`config.mk`:
```
export PLATFORM = sky130hd
export DESIGN_NAME = tmr8_top
export DESIGN_NICKNAME = d
export VERILOG_FILES = /design/src/rtl/tmr8_pkg.sv /design/src/rtl/tmr8_ctl_regs.sv /design/src/rtl/tmr8_prescaler.sv /design/src/rtl/tmr8_counter.sv /design/src/rtl/tmr8_top.sv
export SDC_FILE = /design/constraint.sdc
export NUM_CORES = 1
export LEC_CHECK = 0
export ABC_AREA = 1
export BUFFER_PORTS_ARGS = -buffer_cell sky130_fd_sc_hd__buf_2
export CORE_ASPECT_RATIO = 0.9
export CORE_MARGIN = 2
export CORE_UTILIZATION = 58
export DETAILED_ROUTE_END_ITERATION = 8
export PLACE_DENSITY = 0.81
export SETUP_SLACK_MARGIN = 0.5
export SLEW_MARGIN = 15
export SYNTH_ARGS = -nofsm -noshare
export SYNTH_HDL_FRONTEND = slang
export SYNTH_HIERARCHICAL = 1
export SYNTH_SLANG_ARGS = --single-unit
```
`constraint.sdc`:
```
create_clock -name clk -period 2.6 [get_ports clk]
set_input_delay 0.39 -clock clk [delete_from_list [all_inputs] [get_ports clk]]
set_output_delay 0.39 -clock clk [all_outputs]
set_load 0.01 [all_outputs]
```
`src/rtl/tmr8_pkg.sv`:
```
package tmr8_pkg;

    typedef enum logic [1:0] {
        MODE_FREE = 2'b00,
        MODE_DOWN = 2'b01,
        MODE_WRAP = 2'b10,
        MODE_UPDN = 2'b11
    } cnt_mode_e;

endpackage

```
`src/rtl/tmr8_ctl_regs.sv`:
```
module tmr8_ctl_regs
    import tmr8_pkg::*;
#(
    parameter int DIV_W = 3,
    localparam int CTL_W = DIV_W + 5
) (
    input  logic             clk,
    input  logic             rst_n,
    input  logic             ctl_we,
    input  logic [CTL_W-1:0] ctl_wdata,
    output logic [DIV_W-1:0] div_code,
    output logic             run_q,
    output logic             ovf_mask,
    output cnt_mode_e        mode,
    output logic             clr_now,
    output logic             reload_now,
    output logic             chan_init,
    output logic [CTL_W-1:0] ctl_rdata
);

    localparam int RUN_B  = DIV_W;
    localparam int MASK_B = DIV_W + 1;
    localparam int CLR_B  = DIV_W + 2;
    localparam int MODE_L = DIV_W + 3;

    typedef struct packed {
        logic [DIV_W-1:0] div;
        logic             run;
        logic             mask;
        cnt_mode_e        mode;
        logic             init;
    } ctl_st_t;

    ctl_st_t st_d, st_q;
    cnt_mode_e wr_mode;

    always_comb begin
        wr_mode    = cnt_mode_e'(ctl_wdata[MODE_L+1:MODE_L]);
        clr_now    = ctl_we & ctl_wdata[CLR_B];
        reload_now = ctl_we & ctl_wdata[RUN_B] & ~st_q.run & (wr_mode == MODE_DOWN);
        st_d       = st_q;
        st_d.init  = clr_now;
        if (ctl_we) begin
            st_d.div  = ctl_wdata[DIV_W-1:0];
            st_d.run  = ctl_wdata[RUN_B];
            st_d.mask = ctl_wdata[MASK_B];
            st_d.mode = wr_mode;
        end
    end

    always_ff @(posedge clk or negedge rst_n) begin
        if (!rst_n) begin
            st_q <= '{div: '0, run: 1'b0, mask: 1'b1, mode: MODE_FREE, init: 1'b0};
        end else begin
            st_q <= st_d;
        end
    end

    assign div_code  = st_q.div;
    assign run_q     = st_q.run;
    assign ovf_mask  = st_q.mask;
    assign mode      = st_q.mode;
    assign chan_init = st_q.init;
    assign ctl_rdata = {st_q.mode, 1'b0, st_q.mask, st_q.run, st_q.div};

    // a clear strobe is followed by exactly one cycle of channel re-init
    a_r4_init_pulse: assert property (@(posedge clk) disable iff (!rst_n)
        (ctl_we && ctl_wdata[CLR_B]) |=> chan_init);
    a_r4_init_single: assert property (@(posedge clk) disable iff (!rst_n)
        (chan_init && !clr_now) |=> !chan_init);

endmodule

```
`src/rtl/tmr8_prescaler.sv`:
```
module tmr8_prescaler #(
    parameter int DIV_W = 3,
    localparam int PRE_W = (1 << DIV_W) - 1
) (
    input  logic             clk,
    input  logic             rst_n,
    input  logic             base_tick,
    input  logic             run,
    input  logic             clr,
    input  logic [DIV_W-1:0] div_code,
    output logic             tick_en
);

    typedef struct packed {
        logic [PRE_W-1:0] pcnt;
    } pre_st_t;

    pre_st_t st_d, st_q;
    logic [PRE_W-1:0] pmask;

    always_comb begin
        for (int i = 0; i < PRE_W; i++) begin
            pmask[i] = (div_code > i[DIV_W-1:0]);
        end
    end

    always_comb begin
        st_d    = st_q;
        tick_en = 1'b0;
        if (clr) begin
            st_d.pcnt = '0;
        end else if (run && base_tick) begin
            tick_en   = ((st_q.pcnt & pmask) == pmask);
            st_d.pcnt = st_q.pcnt + 1'b1;
        end
    end

    always_ff @(posedge clk or negedge rst_n) begin
        if (!rst_n) begin
            st_q <= '0;
        end else begin
            st_q <= st_d;
        end
    end

    // no enable without a base tick while running
    a_r2_needs_tick: assert property (@(posedge clk) disable iff (!rst_n)
        tick_en |-> (base_tick && run && !clr));

endmodule

```
`src/rtl/tmr8_counter.sv`:
```
module tmr8_counter
    import tmr8_pkg::*;
#(
    parameter int CNT_W = 8
) (
    input  logic             clk,
    input  logic             rst_n,
    input  logic             step,
    input  logic             clr,
    input  logic             reload,
    input  cnt_mode_e        mode,
    input  logic [CNT_W-1:0] top,
    output logic [CNT_W-1:0] count,
    output logic             dir_down,
    output logic             cnt_zero,
    output logic             ovf
);

    localparam logic [CNT_W-1:0] CNT_MAX = {CNT_W{1'b1}};
    localparam logic [CNT_W-1:0] CNT_ONE = {{(CNT_W-1){1'b0}}, 1'b1};

    typedef struct packed {
        logic [CNT_W-1:0] cnt;
        logic             down;
        logic             ovf;
    } cnt_st_t;

    cnt_st_t st_d, st_q;

    always_comb begin
        st_d     = st_q;
        st_d.ovf = 1'b0;
        if (clr) begin
            st_d.cnt  = '0;
            st_d.down = 1'b0;
        end else if (reload) begin
            st_d.cnt  = top;
            st_d.down = 1'b0;
        end else if (step) begin
            unique case (mode)
                MODE_FREE: begin
                    st_d.cnt = st_q.cnt + 1'b1;
                    st_d.ovf = (st_q.cnt == CNT_MAX);
                end
                MODE_WRAP: begin
                    if (st_q.cnt >= top) begin
                        st_d.cnt = '0;
                        st_d.ovf = 1'b1;
                    end else begin
                        st_d.cnt = st_q.cnt + 1'b1;
                    end
                end
                MODE_DOWN: begin
                    if (st_q.cnt != '0) begin
                        st_d.cnt = st_q.cnt - 1'b1;
                        st_d.ovf = (st_q.cnt == CNT_ONE);
                    end
                end
                MODE_UPDN: begin
                    if (st_q.down) begin
                        if (st_q.cnt <= CNT_ONE) begin
                            st_d.cnt  = '0;
                            st_d.down = 1'b0;
                            st_d.ovf  = 1'b1;
                        end else begin
                            st_d.cnt = st_q.cnt - 1'b1;
                        end
                    end else if (st_q.cnt >= top) begin
                        if (top == '0) begin
                            st_d.cnt = '0;
                            st_d.ovf = 1'b1;
                        end else begin
                            st_d.cnt  = st_q.cnt - 1'b1;
                            st_d.down = 1'b1;
                        end
                    end else begin
                        st_d.cnt = st_q.cnt + 1'b1;
                    end
                end
                default: st_d = st_q;
            endcase
        end
    end

    always_ff @(posedge clk or negedge rst_n) begin
        if (!rst_n) begin
            st_q <= '0;
        end else begin
            st_q <= st_d;
        end
    end

    assign count    = st_q.cnt;
    assign dir_down = (mode == MODE_DOWN) | st_q.down;
    assign cnt_zero = (st_q.cnt == '0);
    assign ovf      = st_q.ovf;

    // every overflow event lands the count on zero
    a_r5_ovf_at_zero: assert property (@(posedge clk) disable iff (!rst_n)
        ovf |-> (count == '0));
    // without a step, clear or reload the count holds
    a_r3_hold: assert property (@(posedge clk) disable iff (!rst_n)
        (!step && !clr && !reload) |=> (count == $past(count)));
    // clear zeroes the count and direction
    a_r4_clear: assert property (@(posedge clk) disable iff (!rst_n)
        clr |=> (count == '0 && !st_q.down));
    // single-shot down count parks at zero
    a_r7_park: assert property (@(posedge clk) disable iff (!rst_n)
        (mode == MODE_DOWN && count == '0 && !clr && !reload) |=> (count == '0 && !ovf));

endmodule

```
`src/rtl/tmr8_top.sv`:
```
module tmr8_top
    import tmr8_pkg::*;
#(
    parameter int CNT_W = 8,
    parameter int DIV_W = 3,
    localparam int CTL_W = DIV_W + 5
) (
    input  logic             clk,
    input  logic             rst_n,
    input  logic             base_tick,
    input  logic             ctl_we,
    input  logic [CTL_W-1:0] ctl_wdata,
    input  logic [CNT_W-1:0] cmp_top,
    output logic [CTL_W-1:0] ctl_rdata,
    output logic [CNT_W-1:0] count,
    output logic             dir_down,
    output logic             cnt_zero,
    output logic             ovf_pulse,
    output logic             irq,
    output logic             chan_init
);

    logic [DIV_W-1:0] div_code;
    logic             run_q;
    logic             ovf_mask;
    cnt_mode_e        mode;
    logic             clr_now;
    logic             reload_now;
    logic             tick_en;

    tmr8_ctl_regs #(.DIV_W(DIV_W)) u_ctl (
        .clk        (clk),
        .rst_n      (rst_n),
        .ctl_we     (ctl_we),
        .ctl_wdata  (ctl_wdata),
        .div_code   (div_code),
        .run_q      (run_q),
        .ovf_mask   (ovf_mask),
        .mode       (mode),
        .clr_now    (clr_now),
        .reload_now (reload_now),
        .chan_init  (chan_init),
        .ctl_rdata  (ctl_rdata)
    );

    tmr8_prescaler #(.DIV_W(DIV_W)) u_pre (
        .clk       (clk),
        .rst_n     (rst_n),
        .base_tick (base_tick),
        .run       (run_q),
        .clr       (clr_now),
        .div_code  (div_code),
        .tick_en   (tick_en)
    );

    tmr8_counter #(.CNT_W(CNT_W)) u_cnt (
        .clk      (clk),
        .rst_n    (rst_n),
        .step     (tick_en),
        .clr      (clr_now),
        .reload   (reload_now),
        .mode     (mode),
        .top      (cmp_top),
        .count    (count),
        .dir_down (dir_down),
        .cnt_zero (cnt_zero),
        .ovf      (ovf_pulse)
    );

    assign irq = ovf_pulse & ovf_mask;

    // an interrupt request never appears without an overflow event
    a_r9_irq_needs_ovf: assert property (@(posedge clk) disable iff (!rst_n)
        irq |-> ovf_pulse);

endmodule

```
==> impl_metrics.json, run 1 <==
{
  "crit_buf_inv": 2,
  "syn_to_final_growth_pct": 13.1,
  "outcome": "complete, no violations",
  "ctsHtreeMaxLevel": 1,
  "nFillCells": 374,
  "worstPathCellList": "inv_4, ha_1, inv_1, a21oi_1, o21ai_0, nand2_1, nand2_1, nand3_1, nand2_1, nand2_1, nand2_1, nand2_1, nand2_1, nand2_1, nand2_1",
  "path_max_fanout": 6,
  "cts.path.max_buffers": 2,
  "final_common_cell": "nand2_1",
  "dieWidth_um": 75,
  "core_um2": 4400,
  "grt_pass1_wl_um": 10900,
  "wl_um": 6910,
  "antenna_found_initial": 0,
  "worstSetupEndpointType": "flop",
  "cts_tree": "yes",
  "vias": 2693,
  "drc": 0,
  "initial_core_util_pct": 59.8,
  "clock_skew_ns": 0.00271,
  "grt_remaining_overflow": 0,
  "drive_gt1_share_pct": 27.6,
  "drv_slew": 0,
  "drt_iter0_drc": 235,
  "drtPass1Iterations": 7,
  "routabilityCongestion": 1.00,
  "viasPerCell": 5.26,
  "cp_slowest_cell": "dfrtp_2",
  "cts-hold-fix-buffers": 0,
  "instances_no_fill": 512,
  "wire_per_inst_um": 13.5,
  "grtUsageTotal_pct": 27.8,
  "grt_max_degree": 26,
  "cp-start-kind": "flop",
  "placed_cells": 497,
  "totalPowerFinal_w": 0.00107,
  "ys.warnings.count": 6,
  "cts.sinks": 25,
  "die_h_um": 67.9,
  "crit_family": "simple AND/OR/NAND/NOR gates",
  "min_path_type": "in2async",
  "critical_path_required_ns": 2.82,
  "final_cell_mix": "nand2_1, inv_1, buf_2",
  "design_area_um2": 2980,
  "antenna_left": 0,
  "grt_pass1_vias": 2393,
  "finalCritPeriodShare_pct": 78.1,
  "criticalPathCategory": "reg2reg",
  "setup_violations": 0,
  "ys_seq_area_share_pct": 23.8,
  "synthCells": 413,
  "syn_area_um2": 2630,
  "final_core_util_pct": 67.6,
  "cts-root-buf": "clkbuf_8",
  "insertion_delay_ns": 0.27,
  "fmax_ghz": 0.492,
  "drv_cap": 0,
  "multi_input_area_um2": 1630,
  "ys_ff_latch": 25,
  "antenna_cells": 0,
  "worst_slew_pin_slew_ns": 0.582,
  "numCtsBuffers": 3,
  "hold_viol": 0,
  "leakagePower_nw": 1.70,
  "synthesis.nets": 446,
  "critical-path-top-cell-by-count": "nand2_1",
  "placed_cell_area_um2": 2760,
  "clkTransAtPathRegs_ns": 0.09,
  "avgSynthCellArea_um2": 6.37,
  "cp.arrival_ns": 2.25,
  "synth.distinct_cells": 40,
  "dp_hpwl_um": 5100,
  "critical_path.max_stage_delay_ns": 0.46,
  "ios": 41,
  "fp-row-count": 23,
  "fin_crit_ns": 2.03,
  "fin_setup_tns_ns": 0,
  "ff_latch_area_um2": 633,
  "die_area_um2": 5090,
  "portBuffers": 39,
  "max_slew_margin_pct": 61.2,
  "layout.nets": 484,
  "ir_drop_mv": 0.258,
  "rsz0062_at_grt": "no",
  "pwr_density_cell_nw_per_um2": 360
}
[power by group]
group          internal [W]  switching (W)
Clock              0.000107       0.000130
Sequential         0.000419      0.0000444
Combinational      0.000137       0.000234
Total              0.000663       0.000408
[state kept, by name, summed over array words and instances (netlist names)]
name,cells
u_cnt/count,8
u_pre/st_q,7
u_ctl/div_code,3
u_ctl/mode,2
u_cnt/ovf,1
u_cnt/st_q,1
u_ctl/chan_init,1
u_ctl/ovf_mask,1
u_ctl/run_q,1
[cells by family (layout without fill, tap and decap cells)]
family                     after synthesis  count (layout)  share of synthesized area, %
AOI/OAI and AO/OA                       54              54                          11.0
xor gates and xnor gates                 7               7                          2.62
adders and majority gates               13              13                          6.18
buffers and inverters                   89             126                          16.9
DFF                                     25              25                          23.8
other                                    1               1                         0.143
and+or+nand+nor                        224             224                          39.3
[what timing repair did]
action                                 in CTS  in global routing
buffers inserted                            1                 10
endpoints found under the hold margin       0                  0
pin swaps                                   1                  6
setup endpoints to repair                   8                 10
resized for setup                           2                 26
[cells in the mapped netlist]
cell type	n	share of area, %
nor3_2	2	0.76
inv_2	8	1.1
conb_1	1	0.14
nor4_4	1	0.81
clkbuf_8	2	1.0
buf_6	3	1.3
dfstp_2	1	1.0
nand2_4	2	0.86
xor2_1	5	1.7
nand3_2	2	0.76
a21o_1	1	0.29
nand2_1	144	21
nand4_1	5	1.2
dfrtp_1	24	23
o32ai_1	1	0.33
buf_4	16	4.6
nor2_1	23	3.3
nor2_4	4	1.7
o22ai_1	1	0.24
nor2_2	7	1.7
a211oi_1	1	0.29
xnor2_1	1	0.33
a21oi_2	1	0.33
buf_2	1	0.19
o211ai_1	1	0.29
a21oi_1	23	4.4
o21ai_1	4	0.76
inv_1	57	8.1
o21ai_0	20	3.8
nor3_1	3	0.57
nand3_4	1	0.67
xor2_2	1	0.62
or2_2	1	0.24
nand3_1	22	4.2
inv_4	1	0.24
nor3_4	1	0.62
nand2_2	6	1.4
inv_6	1	0.33
ha_1	13	6.2
o21ai_2	1	0.33
[through the flow]
step	hold WS [ns]	setup slack (ns)
global placement	0.423	0.295
floorplan	0.0944	0.622
detailed placement	0.429	0.262
CTS	0.127	0.533
finish	0.106	0.568
global route	0.144	0.415
[worst register-to-register path: stages (launching register included)]
cell,delay (ns)
dfrtp_2,0.46
inv_4,0.10
ha_1,0.22
inv_1,0.08
a21oi_1,0.07
o21ai_0,0.20
nand2_1,0.09
nand2_1,0.13
nand3_1,0.16
nand2_1,0.11
nand2_1,0.05
nand2_1,0.08
nand2_1,0.07
nand2_1,0.06
nand2_1,0.04
nand2_1,0.06
[final timing paths]
check	startpoint	end	slack, ns	cells past startpoint
max	u_cnt/count[0]	u_cnt/count[2]	0.57	15
min	rst_n	u_pre/st_q[6]	0.11	1
max reg2reg	u_cnt/count[0]	u_cnt/count[2]	0.57	15
min reg2reg	u_ctl/ovf_mask	u_ctl/ovf_mask	0.48	2
max in group asynchronous	rst_n	u_cnt/count[0]	2.08	1
min in group clk	ctl_wdata[2]	u_ctl/div_code[2]	0.32	3
[metal layers]
layer  GRT usage [%]  routed length, µm
met1            38.7               3030
met2            45.8               3160
met3            3.68                506
met4            6.47                211
met5               0                  0
[layout make-up]
class	count	area share, %
inverter	67	9.00
timing repair buffer	55	10.7
clock buffer	3	1.39
sequential	25	21.3
multi-input combinational	299	54.8
clock inverter	1	0.168
tap	62	2.61
Note: power is estimated with default switching activity, not from simulation.
==> run 2: changes to the inputs <==
==> constraint.sdc (replaced) <==
create_clock -name clk -period 2 [get_ports clk]
set_input_delay 0.3 -clock clk [delete_from_list [all_inputs] [get_ports clk]]
set_output_delay 0.3 -clock clk [all_outputs]
set_load 0.01 [all_outputs]
==> impl_metrics.json, run 2 (same netlist as run 1, synthesis figures left out) <==
{
  "antenna_found_initial": 0,
  "ios": 41,
  "max_slew_margin_pct": 60.1,
  "design_area_um2": 3450,
  "cts.sinks": 25,
  "drc": 0,
  "grt_pass1_wl_um": 11900,
  "r2r_start": "u_cnt/st_q[1]",
  "grtUsageTotal_pct": 31.1,
  "pwr_density_cell_nw_per_um2": 453,
  "routabilityCongestion": 1.01,
  "totalPowerFinal_w": 0.00156,
  "ff2ff_setup_slack_ns": -0.13,
  "setup_slack_ns": -0.133,
  "drtPass1Iterations": 6,
  "portBuffers": 39,
  "dp_hpwl_um": 5340,
  "cts.path.max_buffers": 2,
  "initial_core_util_pct": 59.8,
  "final_core_util_pct": 78.4,
  "drive_gt1_share_pct": 39.3,
  "critical-path-top-cell-by-count": "nand2_1",
  "leakagePower_nw": 1.87,
  "path_max_fanout": 8,
  "drv_cap": 0,
  "r2r_cells": 12,
  "placed_cell_area_um2": 2920,
  "core_um2": 4400,
  "numCtsBuffers": 3,
  "cp-start-kind": "flop",
  "cts_tree": "yes",
  "grt_max_degree": 26,
  "largest_register_ffs": 8,
  "outcome": "finished with violations",
  "finalCritPeriodShare_pct": 107,
  "whs_ns": -0.00344,
  "hold_viol": 2,
  "insertion_delay_ns": 0.29,
  "clkTransAtPathRegs_ns": 0.11,
  "min_path_type": "in2async",
  "nFillCells": 304,
  "crit_family": "simple AND/OR/NAND/NOR gates",
  "wire_per_inst_um": 16.5,
  "violations": "hold timing, setup timing",
  "final_common_cell": "nand2_1",
  "syn_to_final_growth_pct": 31.1,
  "cp_slowest_cell": "nor3_1",
  "fmax_ghz": 0.469,
  "grt_pass1_vias": 2492,
  "die_h_um": 67.9,
  "viasPerCell": 5.69,
  "critical_path.max_stage_delay_ns": 0.44,
  "ctsHtreeMaxLevel": 1,
  "fp-row-count": 23,
  "antenna_left": 0,
  "setup_violations": 5,
  "crit_cells": 12,
  "final_cell_mix": "nand2_1, inv_1, buf_2",
  "fin_crit_ns": 2.13,
  "worstSetupEndpointType": "flop",
  "crit_path_start": "u_cnt/st_q[1]",
  "cp-endpoint": "u_cnt/count[6]",
  "critical_path_required_ns": 2.19,
  "vias": 3046,
  "worstReg2RegEnd": "u_cnt/count[6]",
  "grt_remaining_overflow": 0,
  "antenna_cells": 0,
  "layout.nets": 507,
  "cp.arrival_ns": 2.32,
  "cts-hold-fix-buffers": 0,
  "wl_um": 8830,
  "worstPathCellList": "inv_2, nand3_1, nor3_1, inv_1, nand3_1, nand2_1, nand2_1, nand2_1, nand2_1, nand2_1, nand2_1, nand2_1",
  "place_ws_ns": 0.0352,
  "worst_slew_pin_slew_ns": 0.599,
  "cts-root-buf": "clkbuf_8",
  "criticalPathCategory": "reg2reg",
  "drv_slew": 0,
  "clock_skew_ns": 0.00961,
  "die_area_um2": 5090,
  "drt_iter0_drc": 390,
  "crit_buf_inv": 2,
  "dieWidth_um": 75,
  "rsz0062_at_grt": "yes",
  "ir_drop_mv": 0.371
}
run 2: how the worst min path moves through the flow:
stage,startpoint,to,slack [ns],cells after the start
floorplan,rst_n,u_cnt/count[0],0.004,0
global placement,rst_n,u_ctl/run_q,0.33,1
detailed placement,rst_n,u_ctl/div_code[2],0.34,1
CTS,rst_n,u_ctl/div_code[2],0.02,1
global route,rst_n,u_ctl/div_code[2],0.04,1
finish,rst_n,u_ctl/run_q,-0.003,1
run 2: power breakdown:
| part | internal [W] | switching, W | total (W) |
|---|---|---|---|
| clock | 0.000142 | 0.000201 | 0.000343 |
| combinational | 0.000243 | 0.000376 | 0.000618 |
| sequential | 0.000546 | 0.0000554 | 0.000601 |
run 2: area by class of cell:
| cell class | count | area (µm²) | share of cell area [%] |
|---|---|---|---|
| clock buffer | 3 | 41.3 | 1.20 |
| sequential | 25 | 637 | 18.5 |
| clock inverter | 1 | 7.51 | 0.218 |
| timing repair buffer | 78 | 534 | 15.5 |
| tap | 62 | 77.6 | 2.25 |
| multi-input combinational | 299 | 1880 | 54.5 |
| inverter | 67 | 272 | 7.87 |
run 2: routing by layer:
metal | wire length (µm) | track usage [%] | vias to the layer above
met1 | 3450 | 44.7 | 1374
met4 | 377 | 6.92 | 0
met2 | 4050 | 49.2 | 224
li1 | - | - | 1392
met3 | 956 | 4.71 | 56
met5 | 0 | 0 | -
run 2: timing repair:
action / 4_1_cts / 5_1_grt
setup endpoints to repair: 12 / 13
gates resized for setup: 40 / 51
hold endpoints to repair: 0 / 0
pin swaps: 13 / 32
setup buffers: 7 / 6
run 2: per-stage QoR:
stage / std cells / TNS (ns)
3_5_place_dp: 518 / 0
2_1_floorplan: 413 / 0
6_report: 535 / -0.247
4_1_cts: 529 / 0
3_3_place_gp: 518 / 0
5_1_grt: 535 / -0.787
